[src/rtl/rpd_pkg.sv]
package rpd_pkg;

  typedef struct packed {
    logic fire;
    logic detect;
  } rpd_restart_t;

  // timer reaches its last count
  function automatic logic timer_hit(int unsigned count, int unsigned limit);
    return (count + 1) == limit;
  endfunction

  // restart with terminal detection only in auto-negotiation with discovery on
  function automatic logic with_detect(logic an_en, logic forced, logic disc_en);
    return an_en & ~forced & disc_en;
  endfunction

endpackage

[src/rtl/rpd_power.sv]
module rpd_power (
  input  logic clk,
  input  logic rst_n,
  input  logic disc_en_i,
  input  logic an_en_i,
  input  logic det_i,
  input  logic link_up_i,
  input  logic expire_i,
  output logic pwr_en_o,
  output logic set_o
);
  logic link_q;
  logic link_fall;
  logic clr;

  assign link_fall = link_q & ~link_up_i;
  assign set_o     = disc_en_i & an_en_i & det_i & ~pwr_en_o;
  assign clr       = ~disc_en_i | (pwr_en_o & link_fall) | expire_i;

  always_ff @(posedge clk or negedge rst_n) begin
    if (!rst_n) begin
      pwr_en_o <= 1'b0;
      link_q   <= 1'b0;
    end else begin
      link_q <= link_up_i;
      if (clr)        pwr_en_o <= 1'b0;
      else if (set_o) pwr_en_o <= 1'b1;
    end
  end

  p_set_cause_r3: assert property (@(posedge clk) disable iff (!rst_n)
    $rose(pwr_en_o) |-> $past(det_i && disc_en_i && an_en_i));
  p_disable_clears_r4: assert property (@(posedge clk) disable iff (!rst_n)
    !disc_en_i |=> !pwr_en_o);
  p_gate_r2: assert property (@(posedge clk) disable iff (!rst_n)
    (!pwr_en_o && !(disc_en_i && an_en_i)) |=> !pwr_en_o);
endmodule

[src/rtl/rpd_lfi_timer.sv]
module rpd_lfi_timer #(
  parameter int unsigned LFI_CYCLES = 1000
) (
  input  logic clk,
  input  logic rst_n,
  input  logic arm_i,
  input  logic link_up_i,
  output logic expire_o
);
  import rpd_pkg::*;
  localparam int unsigned CW = $clog2(LFI_CYCLES + 1);

  logic          armed;
  logic [CW-1:0] cnt;

  assign expire_o = armed & ~link_up_i & timer_hit(int'(cnt), LFI_CYCLES);

  always_ff @(posedge clk or negedge rst_n) begin
    if (!rst_n) begin
      armed <= 1'b0;
      cnt   <= '0;
    end else if (arm_i) begin
      armed <= 1'b1;
      cnt   <= '0;
    end else if (link_up_i || expire_o) begin
      armed <= 1'b0;
      cnt   <= '0;
    end else if (armed) begin
      cnt <= cnt + 1'b1;
    end
  end

  p_cnt_bound_r6: assert property (@(posedge clk) disable iff (!rst_n)
    armed |-> (int'(cnt) < LFI_CYCLES));
  p_link_disarms_r7: assert property (@(posedge clk) disable iff (!rst_n)
    (link_up_i && !arm_i) |=> !armed);
endmodule

[src/rtl/rpd_restart.sv]
module rpd_restart (
  input  logic clk,
  input  logic rst_n,
  input  logic expire_i,
  input  logic an_en_i,
  input  logic forced_i,
  input  logic disc_en_i,
  output logic restart_o,
  output logic restart_det_o
);
  import rpd_pkg::*;
  rpd_restart_t req_d, req_q;

  always_comb begin
    req_d.fire   = expire_i;
    req_d.detect = expire_i & with_detect(an_en_i, forced_i, disc_en_i);
  end

  always_ff @(posedge clk or negedge rst_n) begin
    if (!rst_n) req_q <= '0;
    else        req_q <= req_d;
  end

  assign restart_o     = req_q.fire;
  assign restart_det_o = req_q.detect;

  p_one_cycle_r8: assert property (@(posedge clk) disable iff (!rst_n)
    restart_o |=> !restart_o);
  p_flag_with_strobe_r8: assert property (@(posedge clk) disable iff (!rst_n)
    restart_det_o |-> restart_o);
  p_forced_no_detect_r8: assert property (@(posedge clk) disable iff (!rst_n)
    (expire_i && forced_i) |=> (restart_o && !restart_det_o));
endmodule

[src/rtl/rpd_sequencer.sv]
module rpd_sequencer #(
  parameter int unsigned LFI_CYCLES = 1000
) (
  input  logic clk,
  input  logic rst_n,
  input  logic disc_en_i,
  input  logic an_en_i,
  input  logic forced_i,
  input  logic det_i,
  input  logic link_up_i,
  output logic adv_disc_o,
  output logic pwr_en_o,
  output logic restart_o,
  output logic restart_det_o
);
  logic pwr_set;
  logic expire;

  assign adv_disc_o = disc_en_i;

  rpd_power u_power (
    .clk(clk), .rst_n(rst_n), .disc_en_i(disc_en_i), .an_en_i(an_en_i),
    .det_i(det_i), .link_up_i(link_up_i), .expire_i(expire),
    .pwr_en_o(pwr_en_o), .set_o(pwr_set)
  );

  rpd_lfi_timer #(.LFI_CYCLES(LFI_CYCLES)) u_timer (
    .clk(clk), .rst_n(rst_n), .arm_i(pwr_set), .link_up_i(link_up_i),
    .expire_o(expire)
  );

  rpd_restart u_restart (
    .clk(clk), .rst_n(rst_n), .expire_i(expire), .an_en_i(an_en_i),
    .forced_i(forced_i), .disc_en_i(disc_en_i),
    .restart_o(restart_o), .restart_det_o(restart_det_o)
  );

  p_no_restart_on_link_r7: assert property (@(posedge clk) disable iff (!rst_n)
    restart_o |-> !$past(link_up_i));
  p_restart_drops_power_r6: assert property (@(posedge clk) disable iff (!rst_n)
    restart_o |-> !pwr_en_o || $past(pwr_set));
endmodule

[config.mk]
export PLATFORM = sky130hd
export DESIGN_NAME = rpd_sequencer
export DESIGN_NICKNAME = d
export VERILOG_FILES = /design/src/rtl/rpd_pkg.sv /design/src/rtl/rpd_power.sv /design/src/rtl/rpd_lfi_timer.sv /design/src/rtl/rpd_restart.sv /design/src/rtl/rpd_sequencer.sv
export SDC_FILE = /design/constraint.sdc
export NUM_CORES = 1
export LEC_CHECK = 0
export ABC_CLOCK_PERIOD_IN_PS = 4019
export BUFFER_PORTS_ARGS = -buffer_cell sky130_fd_sc_hd__clkbuf_2
export CORE_AREA = 2 2 45 47
export CTS_CLUSTER_DIAMETER = 60
export DETAILED_ROUTE_END_ITERATION = 7
export DIE_AREA = 0 0 47 49
export GPL_TIMING_DRIVEN = 1
export PLACE_DENSITY = 0.68
export SLEW_MARGIN = 10
export SYNTH_ARGS = -nofsm -noshare
export SYNTH_HDL_FRONTEND = slang
export SYNTH_SLANG_ARGS = --single-unit
[constraint.sdc]
create_clock -name clk -period 4.02 [get_ports clk]
set_input_delay 0.402 -clock clk [delete_from_list [all_inputs] [get_ports clk]]
set_output_delay 0.402 -clock clk [all_outputs]
set_load 0.05 [all_outputs]
==> results.py, run 1 <==
metrics = {
    "clock_tree": {
        "path_clk_slew_ns": 0.09,
        "clk_latency_ns": 0.30,
        "htreeDepth": 1,
        "hold_buffers": 0,
        "cts_tree": "done",
        "root_buffer": "clkbuf_4",
        "clock_sinks": 15,
        "cts_setup_buffers": 0,
        "clockBufferDepth": 2,
        "cts_buffers": 3,
        "cts-resized-gates": 0,
    },
    "outcome": {
        "status": "complete, but fails checks",
        "violations": "negative hold slack",
    },
    "power": {
        "power_density_nw_per_um2": 279,
        "power_w": 0.000270,
        "p_leak_nw": 0.419,
        "irDropWorstVdd_mv": 0.194,
    },
    "setup_path": {
        "slowest_stage": "dfrtp_1",
        "rr_worst_depth": 6,
        "crit_chain": "ha_1 -> nand2b_1 -> or4b_1 -> a31o_2 -> nor4_4 -> nor3_1",
        "critPathKind": "reg -> reg",
        "cp-end-kind": "flip-flop",
        "arrival_ns": 2.46,
        "worst_setup_path_start_kind": "flip-flop",
        "path_max_fanout": 8,
        "cp_data_required_time_ns": 4.18,
        "max_stage_delay_ns": 0.48,
    },
    "global_route": {
        "grt_max_degree": 16,
        "overflow": 0,
        "antenna_found_initial": 0,
        "grt_pass1_wl_um": 3070,
        "grt_pass1_vias": 647,
        "grt_usage_pct": 18.6,
    },
    "yosys": {
        "avgSynthCellArea_sq_um": 9.98,
        "synth_nets": 96,
        "synth.mux.area_fraction_pct": 1.15,
        "synth_area_sq_um": 868,
        "synth_simple_gate_area_share_pct": 32.0,
        "synth-xor-area-share_pct": 9.08,
        "synth_cells": 87,
        "synth_top_family_by_area": "simple AND/OR/NAND/NOR gates",
        "synth_adder_area_share_pct": 2.88,
        "ys_seq_area_share_pct": 43.2,
        "synthDistinctLibCells": 31,
        "yosysWarningCount": 0,
        "synth_compound_area_share_pct": 9.51,
        "yosys_register_bits": 15,
    },
    "detailed_routing": {
        "wl_per_cell_um": 14.0,
        "antenna_left": 0,
        "viasPerCell": 5.71,
        "vias": 720,
        "drcViolationCount": 0,
        "dr.pass1.iters": 4,
        "drt_iter0_drc": 13,
        "wl_um": 1770,
    },
    "final_layout": {
        "nNetsFinal": 109,
        "fillers": 163,
        "layout_commonest_cell": "dfrtp_1",
        "regArea_sq_um": 375,
        "antennaDiodeCount": 0,
        "final_layout_size_suffix_gt1_share_pct": 18.2,
        "most-common-layout-cells": "dfrtp_1 (15), nand2_1 (11), nor3_1 (10), clkbuf_2 (10)",
        "multi_input_area_sq_um": 474,
        "area.growth.synth_to_final_pct": 11.4,
    },
    "sta": {
        "hold_violations": 5,
        "worst_hold_slack_ns": -0.00154,
        "layout_setup_ws_ns": 1.72,
        "fmax_mhz": 435,
        "final.period_utilization_pct": 57.1,
        "worst_pin_slew_ns": 0.462,
        "fin_skew_ns": 0.00694,
        "post-route-min-period_ns": 2.30,
        "maxSlewViolCount": 0,
        "slew_headroom_pct": 69.0,
        "grt_setup_unrepaired": "no",
        "fin_setup_tns_ns": 0,
        "setup_viol_count_final": 0,
    },
    "run": {
        "max-cap-violations": 0,
    },
    "floorplanning": {
        "fp.coreArea_sq_um": 1840,
        "die-area_sq_um": 2300,
        "start_util_pct": 47.1,
        "io_pins": 11,
        "placementRows": 16,
        "die_h_um": 49,
        "die-width_um": 47,
    },
    "placed_design": {
        "pre_cts_ws_ns": 1.76,
        "dpl.hpwl_um": 1340,
        "gp_congestion": 0.840,
        "port_buffers": 10,
    },
    "worst_hold_path": {
        "hold_class": "in -> async",
    },
}
## final timing paths
path,to,startpoint,slack (ns)
max,u_timer.cnt[7],u_timer.cnt[0],1.72
min,u_restart.restart_det_o,rst_n,-0.002
max reg2reg,u_timer.cnt[7],u_timer.cnt[0],1.72
min reg2reg,u_power.pwr_en_o,u_power.link_q,0.56
max in group asynchronous,u_timer.cnt[9],rst_n,3.75
min in group clk,u_power.link_q,link_up_i,0.24
## report_power, final
group / internal, W / switching [W]
sequential: 0.000154 / 0.00000501
combinational: 0.00000724 / 0.0000152
clock: 0.0000387 / 0.0000495
## synth_stat cells, drive strengths merged
library cell | instances | share of area (%)
nor3 | 10 | 5.8
nor4b | 1 | 1.0
o22ai | 1 | 0.72
buf | 1 | 0.86
nor4 | 2 | 4.9
xnor2 | 3 | 3.0
nand2b | 2 | 1.4
mux2i | 1 | 1.2
o32a | 2 | 2.3
a31oi | 1 | 0.72
clkbuf | 1 | 0.43
ha | 2 | 2.9
nand3 | 2 | 1.7
nor2 | 6 | 2.6
o21ai | 1 | 0.58
inv | 2 | 0.86
a31o | 1 | 1.0
and2 | 1 | 0.72
and4b | 1 | 1.2
nand2 | 11 | 4.8
o21bai | 1 | 0.86
xor2 | 6 | 6.1
o311a | 1 | 1.2
a21oi | 3 | 2.2
nand4 | 4 | 2.9
dfrtp | 15 | 43
or4b | 2 | 2.3
nand4b | 2 | 2.0
and3 | 1 | 0.72
## area by class of cell
class | count | share of cell area [%]
timing repair buffer | 10 | 5.17
tap | 27 | 3.49
clock buffer | 4 | 2.72
inverter | 2 | 0.776
sequential | 15 | 38.8
multi-input combinational | 68 | 49.0
## state kept, by name (all words and copies together), names as in the netlist
signal / flops
u_power.link_q: 1
u_timer.cnt: 10
u_restart.restart_det_o: 1
u_restart.restart_o: 1
u_power.pwr_en_o: 1
u_timer.armed: 1
## per-stage QoR
stage / cells / cell area (sq um) / utilization (%)
after floorplan: 87 / 868 / -
after global placement: 122 / 941 / 51.1
after detailed placement: 122 / 941 / 51.1
after CTS: 126 / 967 / 52.5
after global routing: 126 / 967 / 52.5
final: 126 / 967 / 52.5
## routing by layer
metal  up-vias  global-route usage (%)  wire length [um]
met4         0                    8.33                40
met3         5                    3.33                73
met1       346                    26.7               809
met2        19                    26.9               842
met5         -                       0                 0
li1        350                       -                 -
## logic make-up after synthesis
kind of cell	after synthesis
muxes	1
adders and majority gates	2
DFF	15
buffers and inverters	4
and+or+nand+nor	45
xor gates and xnor gates	9
AOI/OAI and AO/OA	11
## critical path: cells and delay by family, from the launching register on
| family | cells | cell delay [ns] |
|---|---|---|
| simple gates | 4 | 1.01 |
| flops | 1 | 0.48 |
| fa+ha+maj | 1 | 0.34 |
| compound gates | 1 | 0.32 |
No activity file was read; power rests on OpenSTA's default activity.
==> run 2, diff against run 1 <==
ABC_AREA = 1   (was unset)
ABC_CLOCK_PERIOD_IN_PS = 2200   (was 4019)
CORE_AREA = 2 2 46 48   (was 2 2 45 47)
DIE_AREA = 0 0 48 50   (was 0 0 47 49)
clock period = 2.2 ns   (was 4.02 ns; I/O delays follow)
==> run 2 against run 1 <==
  * The run now ends clean
  * Register-to-register slack worse by 1.2 ns
  * Sequential cell count unchanged
  * Sequential share of layout area down 2.3 points
  * Synthesized cell count up 45%
  * Via count grew 22%
  * Hold slack better by 0.078 ns
  * Largest cell class unchanged
==> results.py, run 2 <==
metrics = {
    "outcome": {
        "status": "completed",
    },
    "final_layout": {
        "most-common-layout-cells": "nand2_1 (35), nand4_1 (21), dfrtp_1 (15)",
        "fillers": 194,
        "largest_reg_flops": 10,
        "antennaDiodeCount": 0,
        "area.growth.synth_to_final_pct": 12.0,
        "top_register": "u_timer.cnt",
        "nNetsFinal": 148,
        "fin_area_sq_um": 1030,
        "layout_commonest_cell": "nand2_1",
        "final_layout_size_suffix_gt1_share_pct": 18.8,
    },
    "global_route": {
        "grt_usage_pct": 20.0,
        "grt_max_degree": 16,
        "overflow": 0,
        "grt_pass1_vias": 794,
        "antenna_found_initial": 0,
        "grt_pass1_wl_um": 3440,
    },
    "yosys": {
        "ys.flop_type": "dfrtp_1",
        "yosysWarningCount": 0,
        "avgSynthCellArea_sq_um": 7.29,
        "async_flop_share_pct": 100,
        "yosys_register_bits": 15,
        "synth_area_sq_um": 918,
        "synth-edff-count": 0,
        "synth_common_cells": "nand2_1 (35), nand4_1 (21), dfrtp_1 (15)",
        "yosysTopAreaCell": "dfrtp_1",
        "ys_seq_area_share_pct": 40.9,
        "synthDistinctLibCells": 18,
        "synth_nets": 135,
        "yosys.area.top_type_share_pct": 40.9,
        "yosysMostFrequentCell": "nand2_1",
        "synth_cells": 126,
        "synth_area_leaders": "dfrtp_1 (41%), nand2_1 (14%), nand4_1 (14%)",
    },
    "setup_path": {
        "critPathKind": "reg -> reg",
        "arrival_ns": 1.88,
        "crit_chain": "ha_1 -> nand2_2 -> nor2_2 -> nand3b_1 -> nand2_1 -> nand2_1 -> nor2_2 -> nand2_2 -> nand4_1 -> nand2_1",
        "slowest_stage": "dfrtp_1",
        "max_stage_delay_ns": 0.43,
        "cp_data_required_time_ns": 2.39,
        "path_max_fanout": 13,
        "worst_setup_path_start_kind": "flip-flop",
        "critPathMostFrequentCell": "nand2_1",
        "cp-end-kind": "flip-flop",
    },
    "run": {
        "max-cap-violations": 0,
    },
    "sta": {
        "final.period_utilization_pct": 76.6,
        "fin_setup_tns_ns": 0,
        "hold_violations": 0,
        "maxSlewViolCount": 0,
        "post-route-min-period_ns": 1.69,
        "worst_pin_slew_ns": 0.439,
        "fmax_mhz": 593,
        "grt_setup_unrepaired": "no",
        "fin_skew_ns": 0.00208,
        "slew_headroom_pct": 70.7,
        "setup_viol_count_final": 0,
    },
    "floorplanning": {
        "io_pins": 11,
        "die-area_sq_um": 2400,
        "fp.coreArea_sq_um": 1900,
        "die-width_um": 48,
        "start_util_pct": 48.3,
        "die_h_um": 50,
        "placementRows": 16,
    },
    "clock_tree": {
        "cts_setup_buffers": 0,
        "hold_buffers": 1,
        "path_clk_slew_ns": 0.10,
        "htreeDepth": 1,
        "root_buffer": "clkbuf_4",
        "cts-resized-gates": 0,
        "cts_tree": "done",
        "cts_buffers": 3,
        "clockBufferDepth": 2,
        "clk_latency_ns": 0.29,
        "clock_sinks": 15,
    },
    "detailed_routing": {
        "drcViolationCount": 0,
        "viasPerCell": 5.33,
        "antenna_left": 0,
        "dr.pass1.iters": 4,
        "vias": 880,
        "drt_iter0_drc": 16,
        "wl_um": 2070,
        "wl_per_cell_um": 12.5,
    },
    "worst_hold_path": {
        "hold_class": "in -> reg",
    },
    "placed_design": {
        "port_buffers": 10,
        "dpl.hpwl_um": 1440,
        "placed_area_sq_um": 991,
        "gp_congestion": 0.850,
    },
    "power": {
        "power_density_nw_per_um2": 491,
        "p_leak_nw": 0.528,
        "irDropWorstVdd_mv": 0.437,
    },
}
-- run 2: report_power, final --
part	switching, W	internal, W
clock	0.0000982	0.0000677
sequential	0.00000890	0.000280
combinational	0.0000350	0.0000144
-- run 2: stage by stage --
stage | setup WS, ns | util, % | std cells | hold WS (ns) | power (W)
after global placement | 0.552 | 52.1 | 160 | 0.157 | 0.000342
after detailed placement | 0.544 | 52.1 | 160 | 0.157 | 0.000343
after floorplan | 0.692 | - | 126 | -0.0756 | 0.000320
final | 0.515 | 54.1 | 165 | 0.0768 | 0.000505
after CTS | 0.534 | 54.1 | 165 | 0.0724 | 0.000508
after global routing | 0.306 | 54.1 | 165 | 0.0650 | 0.000529
-- run 2: cell families (layout without fill, tap and decap cells) --
family	count (synthesis)	after routing	synth area share, %
AND/OR/NAND/NOR	85	85	44.8
flip-flops	15	15	40.9
buffers and inverters	20	32	9.40
adder cells (fa/ha/maj)	2	2	2.72
AO/OA/AOI/OAI	4	4	2.18
-- run 2: final timing paths --
kind | slack (ns) | cells past startpoint | start | endpoint
min in group asynchronous | 0.37 | 2 | rst_n | u_timer.cnt[7]
worst max register to register | 0.51 | 10 | u_timer.cnt[1] | u_timer.cnt[8]
worst min-delay path | 0.08 | 1 | link_up_i | u_power.link_q
worst max-delay path | 0.51 | 10 | u_timer.cnt[1] | u_timer.cnt[8]
worst min register to register | 0.58 | 2 | u_timer.cnt[9] | u_timer.cnt[9]
max in group asynchronous | 1.55 | 2 | rst_n | u_timer.cnt[1]
-- run 2: metal layers --
layer  GRT usage (%)  vias to the layer above  share of wire (%)  wire, um
met4            8.56                        0                1.5        32
met2            27.8                       14                 47       965
met5               0                        -                  0         0
met1            30.3                      419                 49      1010
li1                -                      444                  -         -
met3            2.20                        3                3.0        61
-- run 2: final cells by class --
class                      count  area (sq um)  area share (%)
multi-input combinational     91           457            44.4
sequential                    15           375            36.5
timing repair buffer          14          82.6            8.03
inverter                      14          52.6            5.11
tap                           27          33.8            3.28
clock buffer                   3          22.5            2.19
clock inverter                 1          5.00           0.487
-- run 2: worst max-delay path: cells and delay by family, from the launching register on --
family,cells,cell delay (ns)
AND/OR/NAND/NOR,9,0.95
flip-flops,1,0.43
adder cells (fa/ha/maj),1,0.21
